--- src/rtl/core2_pkg.sv ---
package core2_pkg;

    localparam int XLEN  = 32;
    localparam int NREGS = 32;
    localparam int RAW   = $clog2(NREGS);
    localparam int OPW   = 2;
    localparam int PADW  = XLEN - OPW - 3 * RAW;

    typedef logic [XLEN-1:0] word_t;
    typedef logic [RAW-1:0]  ridx_t;

    typedef enum logic [OPW-1:0] {
        OP_ADD = 2'b00,
        OP_BZ  = 2'b01,
        OP_LD  = 2'b10,
        OP_ST  = 2'b11
    } op_e;

    typedef struct packed {
        op_e   op;
        ridx_t fa;
        ridx_t fb;
        ridx_t fc;
    } fields_t;

    // Decoded template: a/b carry operand values.
    // add: a+b | branch: a=cond, b=target | load: a=addr | store: a=value, b=addr
    typedef struct packed {
        logic  valid;
        op_e   op;
        ridx_t dst;
        word_t a;
        word_t b;
    } tmpl_t;

    function automatic fields_t split_word(word_t w);
        fields_t f;
        f.op = op_e'(w[XLEN-1 -: OPW]);
        f.fa = w[XLEN-OPW-1 -: RAW];
        f.fb = w[XLEN-OPW-RAW-1 -: RAW];
        f.fc = w[XLEN-OPW-2*RAW-1 -: RAW];
        return f;
    endfunction

    function automatic ridx_t first_src(fields_t f);
        return (f.op == OP_ADD || f.op == OP_LD) ? f.fb : f.fa;
    endfunction

    function automatic ridx_t second_src(fields_t f);
        return (f.op == OP_ADD) ? f.fc : f.fb;
    endfunction

    function automatic logic needs_second(op_e op);
        return op != OP_LD;
    endfunction

    function automatic logic writes_reg(op_e op);
        return op == OP_ADD || op == OP_LD;
    endfunction

endpackage

--- src/rtl/core2_regfile.sv ---
module core2_regfile
    import core2_pkg::*;
(
    input  logic  clk,
    input  logic  rst,
    input  ridx_t rd_a_idx,
    input  ridx_t rd_b_idx,
    output word_t rd_a,
    output word_t rd_b,
    input  logic  wr_en,
    input  ridx_t wr_idx,
    input  word_t wr_data
);

    word_t regs [NREGS];

    // Reads are combinational from the array: a same-cycle write is not seen.
    assign rd_a = regs[rd_a_idx];
    assign rd_b = regs[rd_b_idx];

    always_ff @(posedge clk) begin
        if (rst) begin
            for (int i = 0; i < NREGS; i++) begin
                regs[i] <= '0;
            end
        end else if (wr_en) begin
            regs[wr_idx] <= wr_data;
        end
    end

endmodule

--- src/rtl/core2_decode.sv ---
module core2_decode
    import core2_pkg::*;
#(
    parameter bit FWD_EN = 1'b1
) (
    input  word_t instr,
    input  logic  wb_en,
    input  ridx_t wb_idx,
    input  word_t wb_data,
    output ridx_t rd_a_idx,
    output ridx_t rd_b_idx,
    input  word_t rd_a,
    input  word_t rd_b,
    output tmpl_t next_t,
    output logic  stall
);

    fields_t f;
    logic    hit_a;
    logic    hit_b;
    word_t   val_a;
    word_t   val_b;

    assign f        = split_word(instr);
    assign rd_a_idx = first_src(f);
    assign rd_b_idx = second_src(f);

    // Only fields the instruction reads take part in the comparison.
    assign hit_a = wb_en && (wb_idx == rd_a_idx);
    assign hit_b = wb_en && needs_second(f.op) && (wb_idx == rd_b_idx);

    generate
        if (FWD_EN) begin : g_forward
            assign val_a = hit_a ? wb_data : rd_a;
            assign val_b = hit_b ? wb_data : rd_b;
            assign stall = 1'b0;
        end else begin : g_interlock
            assign val_a = rd_a;
            assign val_b = rd_b;
            assign stall = hit_a || hit_b;
        end
    endgenerate

    always_comb begin
        next_t       = '0;
        next_t.valid = 1'b1;
        next_t.op    = f.op;
        next_t.dst   = f.fa;
        next_t.a     = val_a;
        next_t.b     = needs_second(f.op) ? val_b : '0;
    end

endmodule

--- src/rtl/core2_execute.sv ---
module core2_execute
    import core2_pkg::*;
(
    input  tmpl_t cur,
    input  word_t dmem_rdata,
    output word_t dmem_addr,
    output word_t dmem_wdata,
    output logic  dmem_we,
    output logic  wb_en,
    output ridx_t wb_idx,
    output word_t wb_data,
    output logic  redirect,
    output word_t target
);

    assign dmem_addr  = (cur.op == OP_ST) ? cur.b : cur.a;
    assign dmem_wdata = cur.a;
    assign wb_idx     = cur.dst;
    assign target     = cur.b;

    always_comb begin
        dmem_we  = 1'b0;
        wb_en    = 1'b0;
        wb_data  = '0;
        redirect = 1'b0;
        if (cur.valid) begin
            unique case (cur.op)
                OP_ADD: begin
                    wb_en   = 1'b1;
                    wb_data = cur.a + cur.b;
                end
                OP_LD: begin
                    wb_en   = 1'b1;
                    wb_data = dmem_rdata;
                end
                OP_ST: begin
                    dmem_we = 1'b1;
                end
                OP_BZ: begin
                    redirect = (cur.a == '0);
                end
                default: ;
            endcase
        end
    end

endmodule

--- src/rtl/core2_pipe_cpu.sv ---
module core2_pipe_cpu
    import core2_pkg::*;
#(
    parameter bit FWD_EN = 1'b1
) (
    input  logic        clk,
    input  logic        rst,
    output logic [31:0] imem_addr,
    input  logic [31:0] imem_rdata,
    output logic [31:0] dmem_addr,
    output logic [31:0] dmem_wdata,
    output logic        dmem_we,
    input  logic [31:0] dmem_rdata
);

    word_t pc_q;
    tmpl_t pipe_q;
    tmpl_t dec_t;
    logic  stall_w;
    logic  redirect_w;
    word_t target_w;
    logic  wb_en;
    ridx_t wb_idx;
    word_t wb_data;
    ridx_t rd_a_idx;
    ridx_t rd_b_idx;
    word_t rd_a;
    word_t rd_b;

    assign imem_addr = pc_q;

    core2_regfile u_rf (
        .clk      (clk),
        .rst      (rst),
        .rd_a_idx (rd_a_idx),
        .rd_b_idx (rd_b_idx),
        .rd_a     (rd_a),
        .rd_b     (rd_b),
        .wr_en    (wb_en),
        .wr_idx   (wb_idx),
        .wr_data  (wb_data)
    );

    core2_decode #(.FWD_EN(FWD_EN)) u_dec (
        .instr    (imem_rdata),
        .wb_en    (wb_en),
        .wb_idx   (wb_idx),
        .wb_data  (wb_data),
        .rd_a_idx (rd_a_idx),
        .rd_b_idx (rd_b_idx),
        .rd_a     (rd_a),
        .rd_b     (rd_b),
        .next_t   (dec_t),
        .stall    (stall_w)
    );

    core2_execute u_exe (
        .cur        (pipe_q),
        .dmem_rdata (dmem_rdata),
        .dmem_addr  (dmem_addr),
        .dmem_wdata (dmem_wdata),
        .dmem_we    (dmem_we),
        .wb_en      (wb_en),
        .wb_idx     (wb_idx),
        .wb_data    (wb_data),
        .redirect   (redirect_w),
        .target     (target_w)
    );

    // Taken branch has priority: it squashes whatever is being decoded.
    always_ff @(posedge clk) begin
        if (rst) begin
            pc_q   <= '0;
            pipe_q <= '0;
        end else if (redirect_w) begin
            pc_q   <= target_w;
            pipe_q <= '0;
        end else if (stall_w) begin
            pipe_q <= '0;
        end else begin
            pc_q   <= pc_q + word_t'(1);
            pipe_q <= dec_t;
        end
    end

endmodule

--- config.mk ---
export PLATFORM = sky130hd
export DESIGN_NAME = core2_pipe_cpu
export DESIGN_NICKNAME = d
export VERILOG_FILES = /design/src/rtl/core2_pkg.sv /design/src/rtl/core2_regfile.sv /design/src/rtl/core2_decode.sv /design/src/rtl/core2_execute.sv /design/src/rtl/core2_pipe_cpu.sv
export SDC_FILE = /design/constraint.sdc
export NUM_CORES = 2
export LEC_CHECK = 0
export CELL_PAD_IN_SITES_DETAIL_PLACEMENT = 1
export CELL_PAD_IN_SITES_GLOBAL_PLACEMENT = 1
export CORE_MARGIN = 3
export CORE_UTILIZATION = 40
export CTS_BUF_LIST = sky130_fd_sc_hd__clkbuf_2 sky130_fd_sc_hd__clkbuf_4 sky130_fd_sc_hd__clkbuf_8
export CTS_CLUSTER_DIAMETER = 80
export DETAILED_ROUTE_END_ITERATION = 12
export PLACE_DENSITY = 0.63
export SKIP_LAST_GASP = 1
export SLEW_MARGIN = 20
export SYNTH_ARGS = -nofsm -noshare
export SYNTH_HDL_FRONTEND = slang
export SYNTH_HIERARCHICAL = 1
export SYNTH_SLANG_ARGS = --single-unit
--- constraint.sdc ---
create_clock -name clk -period 5.4 [get_ports clk]
set_input_delay 1.08 -clock clk [delete_from_list [all_inputs] [get_ports clk]]
set_output_delay 1.08 -clock clk [all_outputs]
set_load 0.01 [all_outputs]
# --- Word-level counts from Yosys, hierarchy flattened ---
# Memories as Yosys holds them, arrays and structs flattened.
# Cells that the tools add are included.
# Widths: inputs -> output; s select.
word_totals:
  register_bits: 104
  latch_bits: 0
  ram_bits: 1024
  rom_bits: 0
  input_bits: 66
  output_inout_bits: 97
  elab_cells: 52
  n_memories: 1
classes:
  n_addsub: 2
  multipliers: 0
  div_mod_pow: 0
  order_cmp: 0
  eq_ne: 7
  n_shift: 0
  muxes: 24
  n_bitwise: 1
  reduce_logical: 11
mem_list:
  columns: ["memory", "words", "word_bits", "rd", "rd_ports_with_merged_regs", "write_ports", "line", "rtl"]
  rows:
  - ["u_rf.regs", 32, 32, 2, 0, 32, "core2_regfile.sv:15", "word_t regs [NREGS];"]
ops:
  columns: ["operator", "count"]
  rows:
  - ["$mux 32", 7]
  - ["$mux 72", 1]
  - ["$pmux 32 s2", 1]
  - ["$add 32x1->32 const B", 1]
  - ["$add 32x32->32", 1]
  - ["$logic_not 32->1", 1]
  - ["$reduce_or 32->1", 1]
  - ["$mux 5", 3]
  - ["$mux 1", 12]
  - ["$eq 5x5->1", 2]
  - ["$eq 2x2->1 const B", 3]
  - ["$logic_not 2->1", 2]
  - ["$reduce_or 2->1", 2]
  - ["$logic_and 1x1->1", 3]
  - ["$reduce_or 3->1", 1]
  - ["$eq 2x1->1 const B", 1]
  - ["$ne 2x2->1 const B", 1]
  - ["$logic_or 1x1->1", 1]
  - ["$not 1->1", 1]

# --- Depth between registers and ports, before layout ---
logic_depth:
  depth_word: 9
  depth_mapped: 15
  ltp_nobuf: 15

# --- By module ---
# Netlist, hierarchy kept.
by_module_without_submodules:
  columns: ["module", "n_inst", "cells_each", "area_each_um2", "seq_area_each_um2"]
  rows:
  - ["core2_regfile", 1, 4640, 56467.9, 30749.5]
  - ["core2_pipe_cpu", 1, 409, 3920.0, 2082.0]
  - ["core2_execute", 1, 444, 3114.2, 0.0]
  - ["core2_decode", 1, 219, 1687.9, 0.0]

# --- Least setup slack after synthesis ---
# Ideal clock, no wire load.
synth_path:
  path_type: "input -> register"
  start: "in imem_rdata[31]"
  end: "reg pipe_q[25] in the netlist's numbering"
  setup_time_ns: 0.115
  arrival_time_ns: 3.050
  required_ns: 5.285
  setup_slack_ns: 2.235
  cell_stages: 13
  n_path_buf: 4
  cell_sequence: "or2_1 -> buf_2 -> o21ai_0 -> and2_1 -> buf_4 -> buf_2 -> buf_1 -> a22oi_1 -> nand3_1 -> nand3_1 -> o311ai_0 -> o41ai_1 -> and2_1"
synth_via:
  word_cells_on_any_way: 10
  classes_between: "eq/ne (2); mux (2); bitwise (1); reduce/logical (4); memory (1)"
synth_rtl:
  columns: ["item", "line", "rtl"]
  rows:
  - ["start: declaration", "core2_pipe_cpu.sv:9", "input logic [31:0] imem_rdata,"]
  - ["$logic_not 2->1", "core2_pkg.sv:50", "return (f.op == OP_ADD) ? f.fc : f.fb;"]
  - ["$mux 5", "core2_pkg.sv:50", null]
  - ["net rd_b_idx[2]", "core2_pipe_cpu.sv:26", "ridx_t rd_b_idx;"]
  - ["$mem_v2 32x32", null, null]
  - ["net rd_b[25]", "core2_pipe_cpu.sv:28", "word_t rd_b;"]
  - ["$mux 32", "core2_decode.sv:35", "assign val_b = hit_b ? wb_data : rd_b;"]
  - ["end signal: assignment", "core2_pipe_cpu.sv:82", "pipe_q <= dec_t;"]
  - ["end: declaration", "core2_pipe_cpu.sv:17", "tmpl_t pipe_q;"]
# The timed path passes the listed nets, and every way through them passes these cells.
# A chain may end at the register's enable or synchronous reset.

# --- Worst setup path in the final report ---
layout_path:
  start: "in imem_rdata[31]"
  end: "reg pipe_q[16] in the netlist's numbering"
# The elaborated chain is that of the path after synthesis.

==> flow_metrics.tcl <==
set metrics [dict create \
    cts-buffers-inserted 197 \
    fillers 17100 \
    max_stage_delay_ns 0.79 \
    clkSlewWorstSetupHoldPaths_ns 0.07 \
    mostFrequentLayoutCells "and2_1, mux2i_1, edfxtp_1" \
    final_area_sq_mm 0.0727 \
    setup_tns_ns 0 \
    vias 47900 \
    syn_to_final_growth_pct 11.5 \
    synth_area_leaders "edfxtp_1, mux2i_1, and2_1, dfxtp_1, a22oi_1" \
    synth_fp_nets 5811 \
    synth_ff_type "edfxtp_1" \
    clock_latency_ns 0.96 \
    core_area_sq_mm 0.161 \
    postCtsResizedCells 0 \
    ir_worst_vdd_uv 171 \
    synth.ff_latch_count 1128 \
    crit_type "primary input to flip-flop" \
    drt_wl_total_microns 240000 \
    drt_pass1_iterations 6 \
    drv_cap 0 \
    async_flop_share_pct 0 \
    drive_gt1_share_pct 13.2 \
    clk_path_buf_depth 3 \
    period_share_pct 83.1 \
    ys_types 97 \
    grt_use_total_pct 27.8 \
    worst_setup_path_start_kind "primary input" \
    synthCells 5712 \
    grt_pass1_wl_microns 343000 \
    clock_skew_ns 0.0376 \
    end_kind "flip-flop" \
    worstMarginPinSlew_ns 1.16 \
    htreeDepth 4 \
    viasPerCell 5.97 \
    slew_viol_final 0 \
    postRouteAntennaNets 0 \
    drt-initial-drc-count 4184 \
    maxClockFrequency_mhz 223 \
    gp_congestion 0.924 \
    post-cts-setup-buffer-count 0 \
    wl_per_cell_microns 29.9 \
    post-route-drc-count 0 \
    worstPathArrival_ns 5.34 \
    synth_warnings 6 \
    grt_overflow 0 \
    netlist_area_sq_mm 0.0652 \
    dp.final_hpwl_microns 152000 \
    p_leak_nw 28.7 \
    power_mw 21.4 \
    rsz0062_at_grt "no" \
    fp.dieW_microns 410 \
    antenna_found_initial 8 \
    required_ns 6.25 \
    status "complete, no violations" \
    rows 147 \
    hold_violations 0 \
    dieArea_sq_mm 0.168 \
    path_buf_inv 3 \
    slowest_stage "o21ai_0" \
    final_nets 5796 \
    final_common_cell "and2_1" \
    ctsHoldBuffers 0 \
    die_height_microns 410 \
    cts_tree "built" \
    io_pins 163 \
    crit_family "compound AO/OA/AOI/OAI gates" \
    slew-limit-headroom_pct 22.4 \
    cts.sinks 1128 \
    avgSynthCellArea_sq_um 11.4 \
    synth-edff-count 1024 \
    synth_top_area_share_pct 47.2 \
    setup_viol 0 \
    cts_root_buf "clkbuf_8" \
    start_util_pct 40.4 \
    synth_top_area_cell "edfxtp_1" \
    place_area_sq_mm 0.0688 \
    regToRegSetupSlack_ns 1.06 \
    path_max_fanout 29 \
    grt_max_degree 72 \
    power_density_mw_per_mm2 294 \
    portBuffers 147 \
    hp-class "flip-flop to flip-flop" \
    fin_crit_ns 4.49 \
    crit_chain "clkdlybuf4s50_1 > or2_1 > o21ai_0 > buf_4 > nor2b_4 > buf_12 > a22o_1 > nor3_1 > a31oi_1 > nand3_1 > o311ai_0 > o41ai_1 > and2_1" \
    synth-seq-area-share_pct 50.4 \
    grt_pass1_vias 49100 \
]
[per-stage QoR]
stage	util (%)	setup WS, ns	hold WS, ns	cells
final	45.1	0.913	0.541	8021
after global routing	45.0	0.849	0.591	8014
after CTS	45.0	1.11	0.542	8013
after detailed placement	42.6	0.279	0.531	7658
after global placement	42.6	0.228	0.520	7656
after floorplan	-	2.24	0.530	5712
[path summary, 6_finish.rpt]
kind                            cells past startpoint           start               end
worst max register to register                     12       pipe_q[1]  u_rf/regs[7][31]
worst min-delay path                                2   imem_addr[18]     imem_addr[18]
worst max-delay path                               13  imem_rdata[31]        pipe_q[16]
worst min register to register                      2   imem_addr[18]     imem_addr[18]
[Yosys cell counts (all sizes together) (6+ instances only)]
cell type / instances
a21oi: 251
nand2: 271
o211ai: 10
ha: 32
and3: 13
mux2i: 1034
nor2b: 12
a22o: 128
or2: 38
a311oi: 12
xnor2: 24
nand2b: 12
o311ai: 32
edfxtp: 1024
a21o: 10
nand4: 40
inv: 26
nand3b: 9
a211oi: 13
and2: 1105
mux2: 68
buf: 284
dfxtp: 104
nor3: 81
nand3: 222
clkbuf: 314
a2111oi: 6
o41ai: 12
a31oi: 73
nor4: 17
or3: 12
and4: 7
o21ai: 38
xor2: 16
nor2: 113
a22oi: 192
[layer usage]
metal	share of wire, %	routed length (microns)	GRT usage (%)
met1	43	104000	37.0
met2	47	113000	46.0
met3	6.9	16600	5.28
met4	2.8	6720	8.54
met5	0.0054	13	0
[state kept, by name, indices dropped and copies added, names as in the netlist]
| register | flops |
|---|---|
| imem_addr | 32 |
| pipe_q | 72 |
| u_rf/regs | 1024 |
[worst reg2reg max path: stages, from the launching register on]
cell and delay [ns]:
dfxtp_1 0.63, ha_1 0.34, a211oi_1 0.50, o211ai_4 0.17, a31oi_4 0.29, and4_1 0.27, nor2_1 0.11, a211oi_2 0.32
o21ai_1 0.12, o31a_1 0.12, o22ai_2 0.80, buf_4 0.37, and2_1 0.16
[cells by family (layout without fill, tap and decap cells)]
| family | Yosys count | count (layout) | synth area share, % |
|---|---|---|---|
| flops | 1128 | 1128 | 50.4 |
| xor+xnor | 40 | 40 | 0.537 |
| buf+inv | 624 | 765 | 5.27 |
| mux | 1102 | 1102 | 17.2 |
| fa+ha+maj | 33 | 33 | 0.645 |
| other cells | 2 | 10 | 0.0115 |
| compound gates | 814 | 814 | 8.66 |
| simple gates | 1969 | 1969 | 17.3 |
[cell type report]
cell class / count / area [sq um] / area share [%]
sequential: 1128 / 32800 / 45.2
inverter: 26 / 97.6 / 0.134
tap: 2160 / 2700 / 3.72
timing repair buffer: 384 / 3930 / 5.41
clock inverter: 68 / 382 / 0.525
antenna: 8 / 20.0 / 0.0275
multi-input combinational: 3960 / 29200 / 40.2
clock buffer: 287 / 3510 / 4.83
[report_power, final]
group | switching [mW] | leakage (nW) | internal, mW
clock network | 3.72 | 2.09 | 4.25
registers | 0.237 | 11.4 | 9.81
logic | 2.15 | 15.2 | 1.23
total | 6.10 | 28.7 | 15.3
(Power assumes the default switching activity.)
